[config.mk]
export PLATFORM = sky130hd
export DESIGN_NAME = rnd_select_add
export DESIGN_NICKNAME = d
export VERILOG_FILES = /design/src/rtl/rnd_sel_pkg.sv /design/src/rtl/rnd_prefix_dual_adder.sv /design/src/rtl/rnd_decide.sv /design/src/rtl/rnd_select_add.sv
export SDC_FILE = /design/constraint.sdc
export NUM_CORES = 1
export LEC_CHECK = 0
export BUFFER_PORTS_ARGS = -buffer_cell sky130_fd_sc_hd__buf_4
export CORE_MARGIN = 5
export CORE_UTILIZATION = 45
export DETAILED_ROUTE_END_ITERATION = 6
export PLACE_DENSITY = 0.81
export SLEW_MARGIN = 20
export SYNTH_ARGS = -nofsm -noshare
export SYNTH_HDL_FRONTEND = slang
export SYNTH_SLANG_ARGS = --single-unit
[constraint.sdc]
create_clock -name vclk -period 3
set_input_delay 0.45 -clock vclk [all_inputs]
set_output_delay 0.45 -clock vclk [all_outputs]
set_load 0.01 [all_outputs]
[src/rtl/rnd_sel_pkg.sv]
package rnd_sel_pkg;

  typedef enum logic [1:0] {
    RND_NEAR_EVEN = 2'b00,
    RND_ZERO      = 2'b01,
    RND_UP        = 2'b10,
    RND_DOWN      = 2'b11
  } rnd_mode_e;

  // Decide whether the rounded value is the sum plus one.
  function automatic logic pick_increment(input rnd_mode_e mode,
                                          input logic      neg,
                                          input logic      lsb,
                                          input logic      g,
                                          input logic      r,
                                          input logic      s);
    logic lost;
    lost = g | r | s;
    case (mode)
      RND_NEAR_EVEN: return g & (lsb | r | s);
      RND_ZERO:      return 1'b0;
      RND_UP:        return ~neg & lost;
      default:       return neg & lost;
    endcase
  endfunction

endpackage

[src/rtl/rnd_prefix_dual_adder.sv]
module rnd_prefix_dual_adder #(
  parameter int N = 24
) (
  input  logic [N-1:0] a,
  input  logic [N-1:0] b,
  output logic [N-1:0] sum0,
  output logic [N-1:0] sum1,
  output logic         cout0,
  output logic         cout1
);

  logic [N-1:0] gen_bit, prop_bit;
  logic [N-1:0] grp_g, grp_p;
  logic [N-1:0] carry0, carry1;

  // Prefix network: grp_g[i] / grp_p[i] cover bits i..0.
  function automatic void prefix_tree(input  logic [N-1:0] g_in,
                                      input  logic [N-1:0] p_in,
                                      output logic [N-1:0] g_out,
                                      output logic [N-1:0] p_out);
    logic [N-1:0] gc, pc, gn, pn;
    gc = g_in;
    pc = p_in;
    for (int d = 1; d < N; d = d * 2) begin
      gn = gc;
      pn = pc;
      for (int i = d; i < N; i++) begin
        gn[i] = gc[i] | (pc[i] & gc[i-d]);
        pn[i] = pc[i] & pc[i-d];
      end
      gc = gn;
      pc = pn;
    end
    g_out = gc;
    p_out = pc;
  endfunction

  assign gen_bit  = a & b;
  assign prop_bit = a ^ b;

  always_comb prefix_tree(gen_bit, prop_bit, grp_g, grp_p);

  // Carry into bit i for carry-in 0 and carry-in 1 from one tree.
  generate
    if (N > 1) begin : g_carry_wide
      assign carry0 = {grp_g[N-2:0], 1'b0};
      assign carry1 = {grp_g[N-2:0] | grp_p[N-2:0], 1'b1};
    end else begin : g_carry_narrow
      assign carry0 = 1'b0;
      assign carry1 = 1'b1;
    end
  endgenerate

  assign sum0  = prop_bit ^ carry0;
  assign sum1  = prop_bit ^ carry1;
  assign cout0 = grp_g[N-1];
  assign cout1 = grp_g[N-1] | grp_p[N-1];

  // the carry-in-1 path is exactly one above the carry-in-0 path
  always_comb begin
    assert_plus_one_R2: assert ({cout1, sum1} == {cout0, sum0} + {{N{1'b0}}, 1'b1});
  end

endmodule

[src/rtl/rnd_decide.sv]
module rnd_decide
  import rnd_sel_pkg::*;
(
  input  logic [1:0] mode_raw,
  input  logic       neg,
  input  logic       lsb,
  input  logic       g,
  input  logic       r,
  input  logic       s,
  output logic       take_inc,
  output logic       lost_bits
);

  rnd_mode_e mode;

  assign mode      = rnd_mode_e'(mode_raw);
  assign take_inc  = pick_increment(mode, neg, lsb, g, r, s);
  assign lost_bits = g | r | s;

  always_comb begin
    // toward zero never rounds up
    assert_rz_truncates_R5: assert (!(mode == RND_ZERO && take_inc));
    // nothing discarded, nothing added
    assert_exact_no_inc_R8: assert (!(!lost_bits && take_inc));
    // nearest-even increments only with the guard bit set
    assert_near_guard_R3: assert (!(mode == RND_NEAR_EVEN && take_inc && !g));
    // exact tie on an even LSB stays put
    assert_tie_even_R4: assert (!(mode == RND_NEAR_EVEN && g && !r && !s && !lsb && take_inc));
    // toward +inf on a negative result truncates
    assert_up_neg_R6: assert (!(mode == RND_UP && neg && take_inc));
    // toward -inf on a positive result truncates
    assert_down_pos_R7: assert (!(mode == RND_DOWN && !neg && take_inc));
  end

endmodule

[src/rtl/rnd_select_add.sv]
module rnd_select_add #(
  parameter int N = 24
) (
  input  logic [N-1:0] op_a,
  input  logic [N-1:0] op_b,
  input  logic         guard_bit,
  input  logic         round_bit,
  input  logic         sticky_bit,
  input  logic         sign_neg,
  input  logic [1:0]   rnd_mode,
  output logic [N-1:0] rounded,
  output logic         carry_out,
  output logic         inexact
);

  logic [N-1:0] sum_plain, sum_inc;
  logic         co_plain, co_inc;
  logic         take_inc;

  rnd_prefix_dual_adder #(.N(N)) u_add (
    .a     (op_a),
    .b     (op_b),
    .sum0  (sum_plain),
    .sum1  (sum_inc),
    .cout0 (co_plain),
    .cout1 (co_inc)
  );

  rnd_decide u_dec (
    .mode_raw  (rnd_mode),
    .neg       (sign_neg),
    .lsb       (sum_plain[0]),
    .g         (guard_bit),
    .r         (round_bit),
    .s         (sticky_bit),
    .take_inc  (take_inc),
    .lost_bits (inexact)
  );

  assign rounded   = take_inc ? sum_inc : sum_plain;
  assign carry_out = take_inc ? co_inc  : co_plain;

  always_comb begin
    // incrementing an all-ones sum wraps to zero with a carry
    assert_wrap_carry_R9: assert (!(take_inc && !co_plain && (&sum_plain)) ||
                                  (carry_out && rounded == '0));
    // a carry out of the plain sum survives truncation
    assert_keep_carry_R1: assert (!(!take_inc && co_plain) || carry_out);
  end

endmodule

# Word level (Yosys, flattened, before mapping)
# Index checks and enable logic that the tools add are counted.
# word_totals
register_bits	0
input_bits	54
# op_classes
bitwise	281
reduce_logical	1
n_eq_ne	2
n_mux	3
# ops
op	count
1-bit bitwise AND	181
1-bit OR	94
24-bit XOR	3
24-bit bitwise AND	1
24-bit two-way mux	1
23-bit OR	1
1-bit case mux with 3 select lines	1
2-bit by 1-bit equality test with 1-bit output (second input constant)	1
2-bit equality test (second input constant)	1
2-bit zero test	1
1-bit two-way mux	1
1-bit NOT	1

# Depth between registers and ports, before layout
# depth
ltp_word	16
depth_mapped	9
mapped_depth_nobuf	9

# Hierarchy
# From an unflattened synthesis, not the netlist that was laid out.
# hier_totals
cells_unflattened	327
hier_area_um2	2431.1
# by_module_without_submodules
mod	cells_each	n_inst	area_per_inst_um2
rnd_prefix_dual_adder	292	1	1983.2
rnd_select_add	28	1	407.9
rnd_decide	7	1	40.0

# Worst setup path after synthesis
# OpenSTA, ideal clock, no wires.
# synth_path
path_kind	input port to output port
start	input port op_a[14]
end	output port rounded[21]
n_path_buf	0
slack_ns	0.177
path_stages	8
arrival_ns	2.373
path_cell_list	ha_1 a21o_1 a21o_1 a2111oi_4 a221oi_2 o21a_1 o41ai_1 and4b_1
# synth_between
elab_chain_len	12
word_cells_on_any_way	21
classes_between	mux (1); bitwise (20)
# synth_lines
element	line	source
from (decl)	rnd_select_add.sv:4	input logic [N-1:0] op_a,
24-bit XOR	rnd_prefix_dual_adder.sv:39	assign prop_bit = a ^ b;
1-bit bitwise AND	rnd_prefix_dual_adder.sv:28	gn[i] = gc[i] | (pc[i] & gc[i-d]);
1-bit OR	rnd_prefix_dual_adder.sv:28	
1-bit bitwise AND	rnd_prefix_dual_adder.sv:28	
1-bit OR	rnd_prefix_dual_adder.sv:28	
1-bit bitwise AND	rnd_prefix_dual_adder.sv:28	
1-bit OR (3 in series)	rnd_prefix_dual_adder.sv:28	
23-bit OR	rnd_prefix_dual_adder.sv:47	assign carry1 = {grp_g[N-2:0] | grp_p[N-2:0], 1'b1};
24-bit XOR	rnd_prefix_dual_adder.sv:55	assign sum1 = prop_bit ^ carry1;
24-bit two-way mux *	rnd_select_add.sv:40	assign rounded = take_inc ? sum_inc : sum_plain;
to (decl)	rnd_select_add.sv:11	output logic [N-1:0] rounded,
# Mark *: on every way between the ends. The rest lies on a longest branch, timed or not.

# Worst setup path after layout
# layout_path
start	input port op_b[0]
end	output port rounded[21]
# layout_between
elab_chain_len	8
word_cells_on_any_way	16
classes_between	mux (2); bitwise (14)
# layout_lines
element	line	source
from (decl)	rnd_select_add.sv:5	input logic [N-1:0] op_b,
24-bit bitwise AND	rnd_prefix_dual_adder.sv:38	assign gen_bit = a & b;
1-bit bitwise AND	rnd_prefix_dual_adder.sv:28	
1-bit OR	rnd_prefix_dual_adder.sv:28	
1-bit bitwise AND	rnd_prefix_dual_adder.sv:28	
1-bit OR	rnd_prefix_dual_adder.sv:28	
23-bit OR	rnd_prefix_dual_adder.sv:47	
24-bit XOR	rnd_prefix_dual_adder.sv:55	
24-bit two-way mux *	rnd_select_add.sv:40	
# Marks and branches as above.

==> results.md <==
Placed design:
- The placed instances occupy a cell area of 2165 um2.
- The count of buffers from port buffering is 80.
- The half-perimeter wire length of the detailed placement result is roughly 3.9 mm.
- The last weighted congestion value of the routability-driven placer is around 0.9.

Critical path:
- On the worst path, the slowest cell contributes a delay of roughly 290 ps.
- Traced cell by cell, the critical path runs through buf_4 -> inv_1 -> ha_4 -> nand2_1 -> o31ai_1 -> buf_4 -> o21ai_1 -> a221oi_2 -> buf_4 -> o2111ai_2 -> o41ai_2 -> and4b_1 -> buf_4.
- The buffers plus inverters on the worst setup path is 5.
- The critical path arrival is 2530 ps.
- The dominant delay contributor by cell family on the critical path is compound AO/OA/AOI/OAI gates.
- The number of gates on the worst path with buffers counted is 13.
- Of all nets on the critical path, the largest fanout is 4.
- At the worst endpoint, the required time is around 2600 ps.
- The critical path in this run is classified as input pin to primary output.
- The most numerous cell on the critical path is sky130_fd_sc_hd__buf_4.
- The slowest stage of the critical path is the sky130_fd_sc_hd__ha_4 cell.
- The worst setup path is launched from an input pin.
- The type of element capturing the critical path is a primary output.

Hold path:
- The cell depth of the worst hold path is 4.
- The path with the worst hold slack has its endpoint at inexact.
- The worst min-delay path startpoint is guard_bit.
- The path class of the tightest hold or removal check is input pin to primary output.

STA:
- The total count of hold-check failures in the final report is 0.
- At the pin with the least slew margin, the transition time is a little over 400 ps.
- After routing, the total negative slack on setup checks comes to 0 ps.
- Setup repair after global routing could not meet its margin everywhere.
- The peak clock frequency supported by timing is approximately 340 MHz.
- The worst hold slack across all endpoints is approximately 1200 ps.
- The shortest clock period the worst path allows after layout is 2982 ps.
- The max-slew violation total from the final report was 0.
- The headroom to the max-slew limit is 0.7252.
- The final worst-path cycle share is 0.9940.
- The count of endpoints failing setup in the final report is 0.

Detailed routing:
- The starting DRC count in detailed routing is about 100.
- The routed design has ~4.6 mm of wire.
- Dividing the detail-routed wire length by the instance count gives between 10 and 15 um.
- The detail-routed via count per cell is between 5 and 6.
- The antenna violation net count after detailed routing is 0.
- For this run, design rule violations remaining after detail routing come to 0.
- The first-pass detailed-route iteration total is 4.
- The routed layout has between 1,500 and 2,000 vias.

Die:
- The die outline height is about 65 um.
- The area of the placeable core is ~2800 um2.
- The number of ports placed on the die boundary is 80.
- The row count is 19.
- The floorplan step defined a die boundary enclosing approximately 4200 um2.
- The effective utilization at floorplan is 0.4781.
- From left edge to right edge, the die measures 64.60 um.

Synth:
- A synthesized cell averages about 7.3 um2.
- By area, the combinational part of the netlist is dominated by compound AO/OA/AOI/OAI gates.
- Yosys printed 0 warnings.
- When the netlist entered floorplanning its net count stood at around 260.
- After synthesis, the share of cell area in mux cells is 0.
- The number of distinct library cells after synthesis is 43.
- The biggest area consumer among synthesized cells is sky130_fd_sc_hd__ha_1.
- The top-area cell type share of the netlist area is 0.2332.
- The xor/xnor share of the synthesized area is 0.1437.
- After technology mapping, the gate count stands at 183.
- Of the total synthesized cell area, the portion taken by AND, OR, NAND and NOR gates is 0.1987.
- The share of the Yosys chip area taken by registers is 0.
- The share of synthesized cell area in full adder, half adder and majority cells is 0.2332.
- The synthesized-area fraction occupied by ao, oa, aoi and oai cells is 0.3881.
- The cell area that synthesis handed to floorplanning was 1341 um2.
- After synthesis, the cell types taking the most area are sky130_fd_sc_hd__ha_1 (23%), sky130_fd_sc_hd__xnor2_1 (9.8%), sky130_fd_sc_hd__a21oi_1 (8.6%).

GRT:
- The number of global-route vias before repair is about 1,800.
- The number of antenna violations at the first check in global routing is 0.
- Entering global routing, the biggest net connects 10 pins.
- The overall routing resource usage is 0.2067.
- The overflow left after global routing is 0.
- The first-pass GRT wire length is between 7 and 8 mm.

Flow run:
- The max capacitance violation total is 0.

Status:
- The run finished with clean final reports.

Power and ir drop:
- The switching power summed over all nets is around 0.28 mW.
- The register share of total power is 0.
- For this design the ratio of total power to cell area is ~270 nW/um2.
- Cell internal power was estimated by the tool at roughly 0.31 mW.
- The power share of the combinational group is 1.000.
- Summed over all cells, the static leakage comes to 1.112 nW.
- Of the total power, the share spent switching nets is 0.4754.
- The portion of total power attributed to the clock network is 0.
- IR analysis of the VDD net gives a maximum drop of ~0.16 mV.

Layout:
- Fill cells in the final layout number about 220.
- With fillers left out, the area of the finished cells amounts to between 2000 and 2500 um2.
- The number of antenna diodes in the final layout is 0.
- The fraction of final layout cells sized beyond drive strength 1 is 0.4360.
- The design has 0 sequential cells.
- Counting the clock-network buffers in the layout gives 0.
- The register area is 0 um2.
- In the final design database the tool counted 370 nets.
- The area growth from synthesis to layout is 66.88%.
[layout by cell type (no fill, tap or decap), types with 2 or more instances in the layout]
master                     netlist  final
sky130_fd_sc_hd__a21oi_1        23     21
sky130_fd_sc_hd__nor2_1         15     15
sky130_fd_sc_hd__ha_1           25     24
sky130_fd_sc_hd__xnor2_1        15     15
sky130_fd_sc_hd__a21o_1          5      5
sky130_fd_sc_hd__nor3_1          2      2
sky130_fd_sc_hd__a21o_2          2      2
sky130_fd_sc_hd__nand4_1         7      7
sky130_fd_sc_hd__o21ai_1         2      3
sky130_fd_sc_hd__a221oi_2        1      2
sky130_fd_sc_hd__o21ai_0         9      7
sky130_fd_sc_hd__nand3_1         3      3
sky130_fd_sc_hd__a31oi_1         2      2
sky130_fd_sc_hd__buf_4           0    107
sky130_fd_sc_hd__o211ai_1        2      2
sky130_fd_sc_hd__o21a_1          4      4
sky130_fd_sc_hd__nand2_1        16     16
sky130_fd_sc_hd__inv_1          12     12
sky130_fd_sc_hd__a21oi_2         1      3
sky130_fd_sc_hd__xor2_1          7      7
sky130_fd_sc_hd__o21bai_1        6      6
[per-stage QoR]
stage          instances    util  power (mW)  setup slack [ps]
6_report             320  0.7979      0.5950             18.09
5_1_grt              320  0.7979      0.6474            -93.53
4_1_cts              319  0.7801      0.5770             20.47
3_5_place_dp         318  0.7716      0.5689            -52.92
3_3_place_gp         318  0.7716      0.5578           -0.3340
2_1_floorplan        183       -      0.3031             177.5
[cells in the mapped netlist (2+ instances only)]
master                      number
sky130_fd_sc_hd__o21bai_1        6
sky130_fd_sc_hd__nand4_1         7
sky130_fd_sc_hd__xor2_1          7
sky130_fd_sc_hd__ha_1           25
sky130_fd_sc_hd__o2111ai_1       2
sky130_fd_sc_hd__o21ai_1         2
sky130_fd_sc_hd__a21o_2          2
sky130_fd_sc_hd__nand3_1         3
sky130_fd_sc_hd__xnor2_1        15
sky130_fd_sc_hd__o211ai_1        2
sky130_fd_sc_hd__a21oi_1        23
sky130_fd_sc_hd__inv_1          12
sky130_fd_sc_hd__a31oi_1         2
sky130_fd_sc_hd__nor2_1         15
sky130_fd_sc_hd__nand2_1        16
sky130_fd_sc_hd__o21a_1          4
sky130_fd_sc_hd__a21o_1          5
sky130_fd_sc_hd__nor3_1          2
sky130_fd_sc_hd__o21ai_0         9
[per-layer routing]
metal / global-route usage / wire length [um] / vias up
met4: 0.02639 / 39 / 0
met2: 0.4034 / 2395 / 56
li1: - / - / 908
met3: 0.02763 / 263 / 8
met5: 0 / 0 / -
met1: 0.2438 / 1941 / 842
[what timing repair did]
item | in CTS | in global routing
setup buffers | 1 | 1
pin swaps | 3 | 10
endpoints found under the setup margin | 4 | 9
hold buffers | 0 | 0
gates resized for setup | 3 | 8
[how the worst max path moves through the flow]
stage / startpoint / to
global route: op_a[9] / rounded[21]
global placement: op_a[0] / rounded[11]
CTS: op_a[14] / rounded[21]
finish: op_b[0] / rounded[21]
detailed placement: op_a[0] / rounded[23]
floorplan: op_a[14] / rounded[21]
[power groups by stage]
stage                     Clock [mW]  Combinational, mW  Sequential [mW]
after floorplan                    0              0.303                0
after global placement             0              0.558                0
after detailed placement           0              0.569                0
after CTS                          0              0.577                0
after global routing               0              0.647                0
final                              0              0.595                0
[area by class of cell]
type | instances | area [um2] | area share
Inverter | 12 | 45.04 | 0.02012
Multi-Input combinational cell | 170 | 1351 | 0.6037
Tap cell | 31 | 38.79 | 0.01733
Timing Repair Buffer | 107 | 803.3 | 0.3589
[cell families after synthesis]
kind of cell               count (synthesis)
AOI/OAI and AO/OA                         71
and+or+nand+nor                           52
adders and majority gates                 25
buffers and inverters                     13
xor gates and xnor gates                  22
Note: power is estimated with default switching activity, not from simulation.
